**src/rtl/romimg_pkg.sv**
```systemverilog
package romimg_pkg;

  typedef enum logic [2:0] {
    ERR_NONE   = 3'd0,
    ERR_ABSENT = 3'd1,
    ERR_RANGE  = 3'd2,
    ERR_SMALL  = 3'd3,
    ERR_OVER   = 3'd4,
    ERR_UID    = 3'd5,
    ERR_DATA   = 3'd6
  } err_e;

  typedef enum logic [2:0] {
    ST_IDLE, ST_CHECK, ST_CMD, ST_RX, ST_SIZE, ST_EVAL, ST_DONE
  } st_e;

  localparam logic [7:0]  CMD_READ   = 8'h03;
  localparam int          HDR_BYTES  = 17;
  localparam int          PAY_START  = 13;
  localparam logic [15:0] LEN_OFF    = 16'd14;
  localparam int          REV_OFF    = 16;
  localparam int          C32_OFF    = 9;
  localparam logic [31:0] C32_POLY   = 32'h82F63B78;

  function automatic logic [7:0] crc8_next(input logic [7:0] c, input logic [7:0] d);
    logic [7:0] v;
    v = c ^ d;
    for (int b = 0; b < 8; b++)
      v = v[7] ? ((v << 1) ^ 8'h07) : (v << 1);
    return v;
  endfunction

  function automatic logic [31:0] crc32c_next(input logic [31:0] c, input logic [7:0] d);
    logic [31:0] v;
    v = c ^ {24'd0, d};
    for (int b = 0; b < 8; b++)
      v = v[0] ? ((v >> 1) ^ C32_POLY) : (v >> 1);
    return v;
  endfunction

endpackage

```
**src/rtl/romimg_bitshift.sv**
```systemverilog
module romimg_bitshift #(
  parameter int DIV = 4
) (
  input  logic       clk,
  input  logic       rst_n,
  input  logic       go,
  input  logic [7:0] tx,
  output logic       busy,
  output logic       done,
  output logic [7:0] rx,
  output logic       sck,
  output logic       sdo,
  input  logic       sdi
);
  localparam int CW = (DIV > 1) ? $clog2(DIV) : 1;

  logic          busy_q, busy_d, done_q, done_d, sck_q, sck_d;
  logic [7:0]    sh_q, sh_d, rx_q, rx_d;
  logic [CW-1:0] cnt_q, cnt_d;
  logic [2:0]    bit_q, bit_d;

  always_comb begin
    busy_d = busy_q;
    done_d = 1'b0;
    sck_d  = sck_q;
    sh_d   = sh_q;
    rx_d   = rx_q;
    cnt_d  = cnt_q;
    bit_d  = bit_q;
    if (!busy_q) begin
      if (go) begin
        busy_d = 1'b1;
        sh_d   = tx;
        cnt_d  = '0;
        bit_d  = '0;
        sck_d  = 1'b0;
      end
    end else if (cnt_q == CW'(DIV - 1)) begin
      cnt_d = '0;
      if (!sck_q) begin
        sck_d = 1'b1;
        rx_d  = {rx_q[6:0], sdi};
      end else begin
        sck_d = 1'b0;
        if (bit_q == 3'd7) begin
          busy_d = 1'b0;
          done_d = 1'b1;
        end else begin
          bit_d = bit_q + 3'd1;
          sh_d  = {sh_q[6:0], 1'b0};
        end
      end
    end else begin
      cnt_d = cnt_q + CW'(1);
    end
  end

  always_ff @(posedge clk or negedge rst_n) begin
    if (!rst_n) begin
      busy_q <= 1'b0;
      done_q <= 1'b0;
      sck_q  <= 1'b0;
      sh_q   <= '0;
      rx_q   <= '0;
      cnt_q  <= '0;
      bit_q  <= '0;
    end else begin
      busy_q <= busy_d;
      done_q <= done_d;
      sck_q  <= sck_d;
      sh_q   <= sh_d;
      rx_q   <= rx_d;
      cnt_q  <= cnt_d;
      bit_q  <= bit_d;
    end
  end

  assign busy = busy_q;
  assign done = done_q;
  assign rx   = rx_q;
  assign sck  = sck_q;
  assign sdo  = busy_q & sh_q[7];
endmodule

```
**src/rtl/romimg_crc8_acc.sv**
```systemverilog
module romimg_crc8_acc #(
  parameter logic [7:0] INIT = 8'hFF
) (
  input  logic       clk,
  input  logic       rst_n,
  input  logic       clr,
  input  logic       en,
  input  logic [7:0] din,
  output logic [7:0] crc
);
  import romimg_pkg::*;
  logic [7:0] c_q, c_d;

  always_comb begin
    c_d = c_q;
    if (clr)     c_d = INIT;
    else if (en) c_d = crc8_next(c_q, din);
  end

  always_ff @(posedge clk or negedge rst_n) begin
    if (!rst_n) c_q <= INIT;
    else        c_q <= c_d;
  end

  assign crc = c_q;
endmodule

```
**src/rtl/romimg_crc32c_acc.sv**
```systemverilog
module romimg_crc32c_acc (
  input  logic        clk,
  input  logic        rst_n,
  input  logic        clr,
  input  logic        en,
  input  logic [7:0]  din,
  output logic [31:0] crc
);
  import romimg_pkg::*;
  logic [31:0] c_q, c_d;

  always_comb begin
    c_d = c_q;
    if (clr)     c_d = '1;
    else if (en) c_d = crc32c_next(c_q, din);
  end

  always_ff @(posedge clk or negedge rst_n) begin
    if (!rst_n) c_q <= '1;
    else        c_q <= c_d;
  end

  assign crc = ~c_q;
endmodule

```
**src/rtl/romimg_loader.sv**
```systemverilog
module romimg_loader #(
  parameter int         CLK_DIV   = 4,
  parameter int         MAX_IMG   = 64,
  parameter logic [7:0] CRC8_INIT = 8'hFF
) (
  input  logic        clk,
  input  logic        rst_n,
  input  logic        start,
  input  logic [31:0] base_off,
  input  logic        rom_absent,
  output logic        rom_cs_n,
  output logic        rom_sck,
  output logic        rom_sdo,
  input  logic        rom_sdi,
  output logic        busy,
  output logic        done,
  output logic        pass,
  output logic [2:0]  err_code,
  output logic        rev_warn,
  output logic [63:0] img_uid,
  output logic [15:0] pay_len
);
  import romimg_pkg::*;

  localparam int IW = $clog2(MAX_IMG + 1);

  // reset: asserted asynchronously, released on a clock edge
  logic [1:0] rs_q;
  logic       srst_n;
  always_ff @(posedge clk or negedge rst_n) begin
    if (!rst_n) rs_q <= 2'b00;
    else        rs_q <= {rs_q[0], 1'b1};
  end
  assign srst_n = rs_q[1];

  st_e            st_q, st_d;
  logic           img_q, img_d, absent_q, absent_d, range_q, range_d;
  logic           done_q, done_d, pass_q, pass_d, warn_q, warn_d;
  logic [1:0]     cmd_q, cmd_d;
  logic [IW-1:0]  idx_q, idx_d, size_q, size_d;
  logic [15:0]    base_q, base_d, len_q, len_d, addr;
  logic [63:0]    uid_q, uid_d;
  logic [7:0]     exp8_q, exp8_d, rev_q, rev_d, tx_byte, rx_byte;
  logic [31:0]    exp32_q, exp32_d, crc32;
  logic [7:0]     crc8;
  err_e           err_q, err_d;
  logic [16:0]    size17;
  logic           eng_go, eng_busy, eng_done, crc_clr, crc8_en, crc32_en, last;

  assign addr   = img_q ? base_q : base_q + LEN_OFF;
  assign size17 = {1'b0, len_q} + 17'(PAY_START);
  assign last   = img_q ? (idx_q == size_q - IW'(1)) : (idx_q == IW'(1));

  always_comb begin
    unique case (cmd_q)
      2'd0:    tx_byte = CMD_READ;
      2'd1:    tx_byte = addr[15:8];
      default: tx_byte = addr[7:0];
    endcase
    if (st_q != ST_CMD) tx_byte = 8'h00;
  end

  always_comb begin
    st_d = st_q;  img_d = img_q;  absent_d = absent_q;  range_d = range_q;
    done_d = done_q;  pass_d = pass_q;  warn_d = warn_q;  cmd_d = cmd_q;
    idx_d = idx_q;  size_d = size_q;  base_d = base_q;  len_d = len_q;
    uid_d = uid_q;  exp8_d = exp8_q;  exp32_d = exp32_q;  rev_d = rev_q;
    err_d = err_q;
    crc_clr = 1'b0;  crc8_en = 1'b0;  crc32_en = 1'b0;  eng_go = 1'b0;
    unique case (st_q)
      ST_IDLE, ST_DONE: begin
        if (start) begin
          st_d = ST_CHECK;  done_d = 1'b0;  pass_d = 1'b0;  warn_d = 1'b0;
          err_d = ERR_NONE;  uid_d = '0;  len_d = '0;  rev_d = '0;
          absent_d = rom_absent;  range_d = |base_off[31:16];
          base_d = base_off[15:0];  crc_clr = 1'b1;
        end
      end
      ST_CHECK: begin
        if (absent_q) begin
          err_d = ERR_ABSENT;  st_d = ST_DONE;  done_d = 1'b1;
        end else if (range_q) begin
          err_d = ERR_RANGE;  st_d = ST_DONE;  done_d = 1'b1;
        end else begin
          st_d = ST_CMD;  img_d = 1'b0;  cmd_d = '0;  idx_d = '0;
        end
      end
      ST_CMD: begin
        eng_go = !eng_busy && !eng_done;
        if (eng_done) begin
          if (cmd_q == 2'd2) begin
            st_d = ST_RX;  idx_d = '0;
          end else begin
            cmd_d = cmd_q + 2'd1;
          end
        end
      end
      ST_RX: begin
        eng_go = !eng_busy && !eng_done;
        if (eng_done) begin
          idx_d = idx_q + IW'(1);
          if (!img_q) begin
            if (idx_q == '0) len_d[7:0]  = rx_byte;
            else             len_d[15:8] = rx_byte;
          end else begin
            if (idx_q == '0) exp8_d = rx_byte;
            for (int k = 0; k < 8; k++)
              if (idx_q == IW'(k + 1)) uid_d[8*k +: 8] = rx_byte;
            for (int k = 0; k < 4; k++)
              if (idx_q == IW'(C32_OFF + k)) exp32_d[8*k +: 8] = rx_byte;
            if (idx_q == IW'(REV_OFF)) rev_d = rx_byte;
            crc8_en  = (idx_q >= IW'(1)) && (idx_q <= IW'(8));
            crc32_en = (idx_q >= IW'(PAY_START));
          end
          if (last) st_d = img_q ? ST_EVAL : ST_SIZE;
        end
      end
      ST_SIZE: begin
        if (size17 < 17'(HDR_BYTES)) begin
          err_d = ERR_SMALL;  st_d = ST_DONE;  done_d = 1'b1;
        end else if (size17 > 17'(MAX_IMG)) begin
          err_d = ERR_OVER;  st_d = ST_DONE;  done_d = 1'b1;
        end else begin
          size_d = size17[IW-1:0];  st_d = ST_CMD;  img_d = 1'b1;
          cmd_d = '0;  idx_d = '0;
        end
      end
      ST_EVAL: begin
        st_d = ST_DONE;  done_d = 1'b1;  warn_d = (rev_q > 8'd1);
        if (crc8 != exp8_q)        err_d = ERR_UID;
        else if (crc32 != exp32_q) err_d = ERR_DATA;
        else                       pass_d = 1'b1;
      end
      default: st_d = ST_IDLE;
    endcase
  end

  always_ff @(posedge clk or negedge srst_n) begin
    if (!srst_n) begin
      st_q <= ST_IDLE;  img_q <= 1'b0;  absent_q <= 1'b0;  range_q <= 1'b0;
      done_q <= 1'b0;  pass_q <= 1'b0;  warn_q <= 1'b0;  cmd_q <= '0;
      idx_q <= '0;  size_q <= '0;  base_q <= '0;  len_q <= '0;
      uid_q <= '0;  exp8_q <= '0;  exp32_q <= '0;  rev_q <= '0;
      err_q <= ERR_NONE;
    end else begin
      st_q <= st_d;  img_q <= img_d;  absent_q <= absent_d;  range_q <= range_d;
      done_q <= done_d;  pass_q <= pass_d;  warn_q <= warn_d;  cmd_q <= cmd_d;
      idx_q <= idx_d;  size_q <= size_d;  base_q <= base_d;  len_q <= len_d;
      uid_q <= uid_d;  exp8_q <= exp8_d;  exp32_q <= exp32_d;  rev_q <= rev_d;
      err_q <= err_d;
    end
  end

  romimg_bitshift #(.DIV(CLK_DIV)) u_shift (
    .clk(clk), .rst_n(srst_n), .go(eng_go), .tx(tx_byte), .busy(eng_busy),
    .done(eng_done), .rx(rx_byte), .sck(rom_sck), .sdo(rom_sdo), .sdi(rom_sdi)
  );

  romimg_crc8_acc #(.INIT(CRC8_INIT)) u_crc8 (
    .clk(clk), .rst_n(srst_n), .clr(crc_clr), .en(crc8_en), .din(rx_byte), .crc(crc8)
  );

  romimg_crc32c_acc u_crc32 (
    .clk(clk), .rst_n(srst_n), .clr(crc_clr), .en(crc32_en), .din(rx_byte), .crc(crc32)
  );

  assign rom_cs_n = !((st_q == ST_CMD) || (st_q == ST_RX));
  assign busy     = (st_q != ST_IDLE) && (st_q != ST_DONE);
  assign done     = done_q;
  assign pass     = pass_q;
  assign err_code = err_q;
  assign rev_warn = warn_q;
  assign img_uid  = uid_q;
  assign pay_len  = len_q;
endmodule

```
**config.mk**
```make
export PLATFORM = sky130hd
export DESIGN_NAME = romimg_loader
export DESIGN_NICKNAME = d
export VERILOG_FILES = /design/src/rtl/romimg_pkg.sv /design/src/rtl/romimg_bitshift.sv /design/src/rtl/romimg_crc8_acc.sv /design/src/rtl/romimg_crc32c_acc.sv /design/src/rtl/romimg_loader.sv
export SDC_FILE = /design/constraint.sdc
export NUM_CORES = 1
export LEC_CHECK = 0
export BUFFER_PORTS_ARGS = -buffer_cell sky130_fd_sc_hd__buf_2
export CORE_MARGIN = 5
export CORE_UTILIZATION = 40
export CTS_CLUSTER_SIZE = 8
export DETAILED_ROUTE_END_ITERATION = 8
export GPL_ROUTABILITY_DRIVEN = 0
export PLACE_DENSITY = 0.58
export SLEW_MARGIN = 40
export SYNTH_ARGS = -nofsm -noshare
export SYNTH_HDL_FRONTEND = slang
export SYNTH_SLANG_ARGS = --single-unit
```
**constraint.sdc**
```tcl
create_clock -name clk -period 12.4 [get_ports clk]
set_input_delay 1.86 -clock clk [delete_from_list [all_inputs] [get_ports clk]]
set_output_delay 1.86 -clock clk [all_outputs]
set_load 0.05 [all_outputs]
```
==> qor.log <==
[status] status complete, no violations
[detailed_routing] number of design rule violations left after detail routing 0
[floorplan] number of core rows 64
[power] Peak VDD IR 0.000122 V
[cells_and_area] final net count 1296
[synth] Post-Synthesis Cell Area 12300 um2
[power] Leak 6.58 nW
[detailed_routing] number of design-rule violations left by the first detailed-router iteration 587
[global_routing] global-route wire length before repair 50900 um
[critical_path] Critical R2R Capture exp32_q[20]
[cts] PostCTS Resize Cnt 0
[floorplan] effective utilization at floorplan 40.5%
[synth] synthesis warning total 0
[cts] post-CTS setup buffers 0
[power] Sw Pwr 0.00189 W
[placed_design] dpl cell area 13300 um2
[job] max-cap check violation count 0
[cells_and_area] synthesis-to-layout area growth 16.2%
[critical_path] count of buffering cells on the critical path with inverters included 2
[cts] TritonCTS clock tree built
[critical_path] cell depth of the worst flop-to-flop path 7
[placed_design] pre-CTS setup slack 8.48 ns
[power] share of total power in the clock network 20.9%
[floorplan] die height 186 um
[cells_and_area] finished layout cell area 14400 um2
[synth] syn avg cell area 10.9 um2
[synth] number of nets in the synthesized netlist 1188
[synth] count of distinct cell types in the synthesized netlist 72
[critical_path] slack of the worst reg-to-reg path 8.45 ns
[timing] max-slew violation count 0
[hold_path] worst hold path class reg2async
[timing] unrepaired setup endpoints after global routing no
[synth] total of flip-flops plus latches after synthesis 237
[power] relative contribution of sequential cells to total power 28.2%
[power] net switching fraction of the power 44.9%
[cts] number of H-tree levels 2
[detailed_routing] number of detailed-route iterations in the first pass 5
[floorplan] Die X-Extent 186 um
[critical_path] Crit path required time 10.54 ns
[critical_path] element type at the critical path end primary output
[synth] proportion of synthesized flip-flops having asynchronous set or reset 100%
[power] cell-internal power 0.00231 W
[timing] Final setup viols 0
[timing] final cycle utilization of the critical path 36.4%
[critical_path] critical setup path kind reg2out
[detailed_routing] via density per instance 5.28
[global_routing] Total GRT Usage 18.5%
[cells_and_area] share of post-route cells with drive strength above 1 30.3%
[timing] Setup Skew 0.0257 ns
[critical_path] data arrival time at the worst-slack endpoint 2.65 ns
[critical_path] Crit path largest cell delay 0.84 ns
[synth] gate count of the mapped netlist 1137
[cts] CTS sink cnt 237
[floorplan] die area 34500 um2
[detailed_routing] post-route ant nets 0
[cells_and_area] most common cell after layout, fill and taps aside sky130_fd_sc_hd__dfrtp_1
[synth] Seq/Total Area, Yosys 48.4%
[timing] Max-slew headroom 47.8%
[timing] Final Hold Viols 0
[power] power per cell area 292 nW/um2
[critical_path] start of the worst register-to-register path st_q[1]
[timing] Setup TNS 0 ns
[cts] number of hold-repair buffers added at the cts stage 0
[critical_path] cell with the biggest individual delay on the critical path sky130_fd_sc_hd__dfrtp_1
[cells_and_area] count of fill cells added during filler insertion 2840
[floorplan] number of top-level design ports 127
[critical_path] chain of cells forming the critical path nor2b_1 -> clkinv_1 -> buf_2
[timing] slew of the pin with the lowest slew margin 0.777 ns
[placed_design] port bufs 126
[placed_design] detailed-placement wirelength estimate 21800 um
[synth] Synth Flop Type sky130_fd_sc_hd__dfrtp_1
[floorplan] Floorplan Core Area 30500 um2
[global_routing] largest net degree at the start of global routing 81
[global_routing] number of global-route vias before repair 8898
[timing] final-layout worst hold slack 0.251 ns
[detailed_routing] overall via count from detail_route 8779
[detailed_routing] routed length per instance 19.0 um
[critical_path] largest driver fanout on the critical path 26
[cts] clock insertion delay at the later pin of the skew report 0.51 ns
[cts] master cell of the clock root buffer sky130_fd_sc_hd__clkbuf_16
[cts] clock-pin slew reported for the worst setup and hold paths after clock tree synthesis 0.05 ns
[critical_path] startpoint type of the worst setup path register
[timing] max frequency 222 MHz
[global_routing] final global-route overflow total 0
[cts] clock tree buffer depth 3
[timing] smallest setup slack after layout 7.89 ns
[detailed_routing] drt total wl 31600 um
[power] Logic pwr share 50.9%
[timing] minimum clock period 4.51 ns
[synth] EDFF count, synth 0
[critical_path] largest delay contributor family on the critical path flip-flops
[cells_and_area] most frequent cells in the layout sky130_fd_sc_hd__dfrtp_1 (196), sky130_fd_sc_hd__mux2_2 (139), sky130_fd_sc_hd__buf_2 (126), sky130_fd_sc_hd__nand2_1 (109), sky130_fd_sc_hd__xnor2_1 (101)
[cts] number of CTS-inserted buffers 35
[global_routing] initial antenna violation count 0
## how the worst max path moves through the flow
stage	depth (start not counted)	startpoint	end
global placement	3	st_q[1]	rom_cs_n
CTS	3	st_q[1]	rom_cs_n
floorplan	0	rs_q[1]	absent_q
finish	3	st_q[1]	rom_cs_n
global route	3	st_q[1]	rom_cs_n
detailed placement	3	st_q[1]	rom_cs_n
## flip-flops by register name (all words and copies together), names as in the netlist, 2 cells and up
signal         cells
exp8_q             8
img_uid           64
idx_q              7
u_crc32.c_q       32
err_code           3
u_crc8.crc         8
u_shift.rx         8
st_q               3
u_shift.sh_q       8
size_q             7
rs_q               2
exp32_q           32
pay_len           16
cmd_q              2
rev_q              7
u_shift.cnt_q      2
base_q            16
u_shift.bit_q      3
## worst reg2reg max path: cells and delay by family, from the launching register on
family | cells | cell delay [ns]
buffers and inverters | 1 | 0.39
and+or+nand+nor | 5 | 2.21
DFF | 1 | 0.84
muxes | 1 | 0.41
## cells in the mapped netlist (7+ instances only)
master / instances / share of area (%)
sky130_fd_sc_hd__a21oi_1: 48 / 1.9
sky130_fd_sc_hd__a31oi_1: 9 / 0.46
sky130_fd_sc_hd__and3_1: 13 / 0.66
sky130_fd_sc_hd__buf_1: 11 / 0.33
sky130_fd_sc_hd__clkbuf_1: 45 / 1.4
sky130_fd_sc_hd__dfrtp_1: 197 / 40
sky130_fd_sc_hd__dfstp_2: 40 / 8.5
sky130_fd_sc_hd__ha_1: 14 / 1.4
sky130_fd_sc_hd__inv_1: 19 / 0.58
sky130_fd_sc_hd__mux2_2: 139 / 13
sky130_fd_sc_hd__mux2i_1: 8 / 0.65
sky130_fd_sc_hd__nand2_1: 110 / 3.3
sky130_fd_sc_hd__nand2b_1: 12 / 0.61
sky130_fd_sc_hd__nand3_1: 21 / 0.85
sky130_fd_sc_hd__nand3b_1: 7 / 0.43
sky130_fd_sc_hd__nand4_1: 12 / 0.61
sky130_fd_sc_hd__nor2_1: 53 / 1.6
sky130_fd_sc_hd__nor3_1: 32 / 1.3
sky130_fd_sc_hd__nor4_1: 11 / 0.56
sky130_fd_sc_hd__o211ai_1: 11 / 0.67
sky130_fd_sc_hd__o21ai_0: 62 / 2.5
sky130_fd_sc_hd__xnor2_1: 101 / 7.2
sky130_fd_sc_hd__xor2_1: 59 / 4.2
## power by group through the flow
stage / logic [W] / registers, W / clock network [W]
after CTS: 0.00216 / 0.00118 / 0.000902
final: 0.00214 / 0.00118 / 0.000879
after floorplan: 0.00143 / 0.00141 / 0
after global placement: 0.00214 / 0.00119 / 0
after detailed placement: 0.00215 / 0.00119 / 0
after global routing: 0.00232 / 0.00121 / 0.000942
## per-layer routing
layer	up-vias	wire [um]	global-route usage, %
li1	4180	-	-
met1	4421	14300	25.7
met2	142	15500	30.3
met3	36	1150	3.19
met4	0	601	4.98
met5	-	0	0
## stage by stage
stage               total power [W]  instances  utilization [%]
floorplan                   0.00284       1137                -
global placement            0.00332       1603             43.5
detailed placement          0.00334       1604             43.7
CTS                         0.00425       1663             47.0
global route                0.00448       1663             47.0
finish                      0.00420       1664             47.0
## kinds of logic (layout without fill, tap and decap cells)
| kind of cell | Yosys count | in the layout | synth area share (%) |
|---|---|---|---|
| DFF | 237 | 237 | 48.4 |
| AOI/OAI and AO/OA | 174 | 174 | 8.55 |
| and+or+nand+nor | 309 | 309 | 12.6 |
| adders and majority gates | 14 | 14 | 1.42 |
| muxes | 148 | 148 | 13.5 |
| buffers and inverters | 84 | 214 | 2.71 |
| xor gates and xnor gates | 170 | 170 | 12.8 |
| other | 1 | 2 | 0.0304 |
## layout make-up
cell class	count	area, um2	share of cell area, %
tap	396	495	3.45
clock buffer	57	990	6.90
multi-input combinational	816	6070	42.3
sequential	237	5980	41.7
clock inverter	2	25.0	0.174
inverter	20	75.1	0.523
timing repair buffer	135	706	4.92
antenna	1	2.50	0.0174
Power figures use the tool's default switching activity.
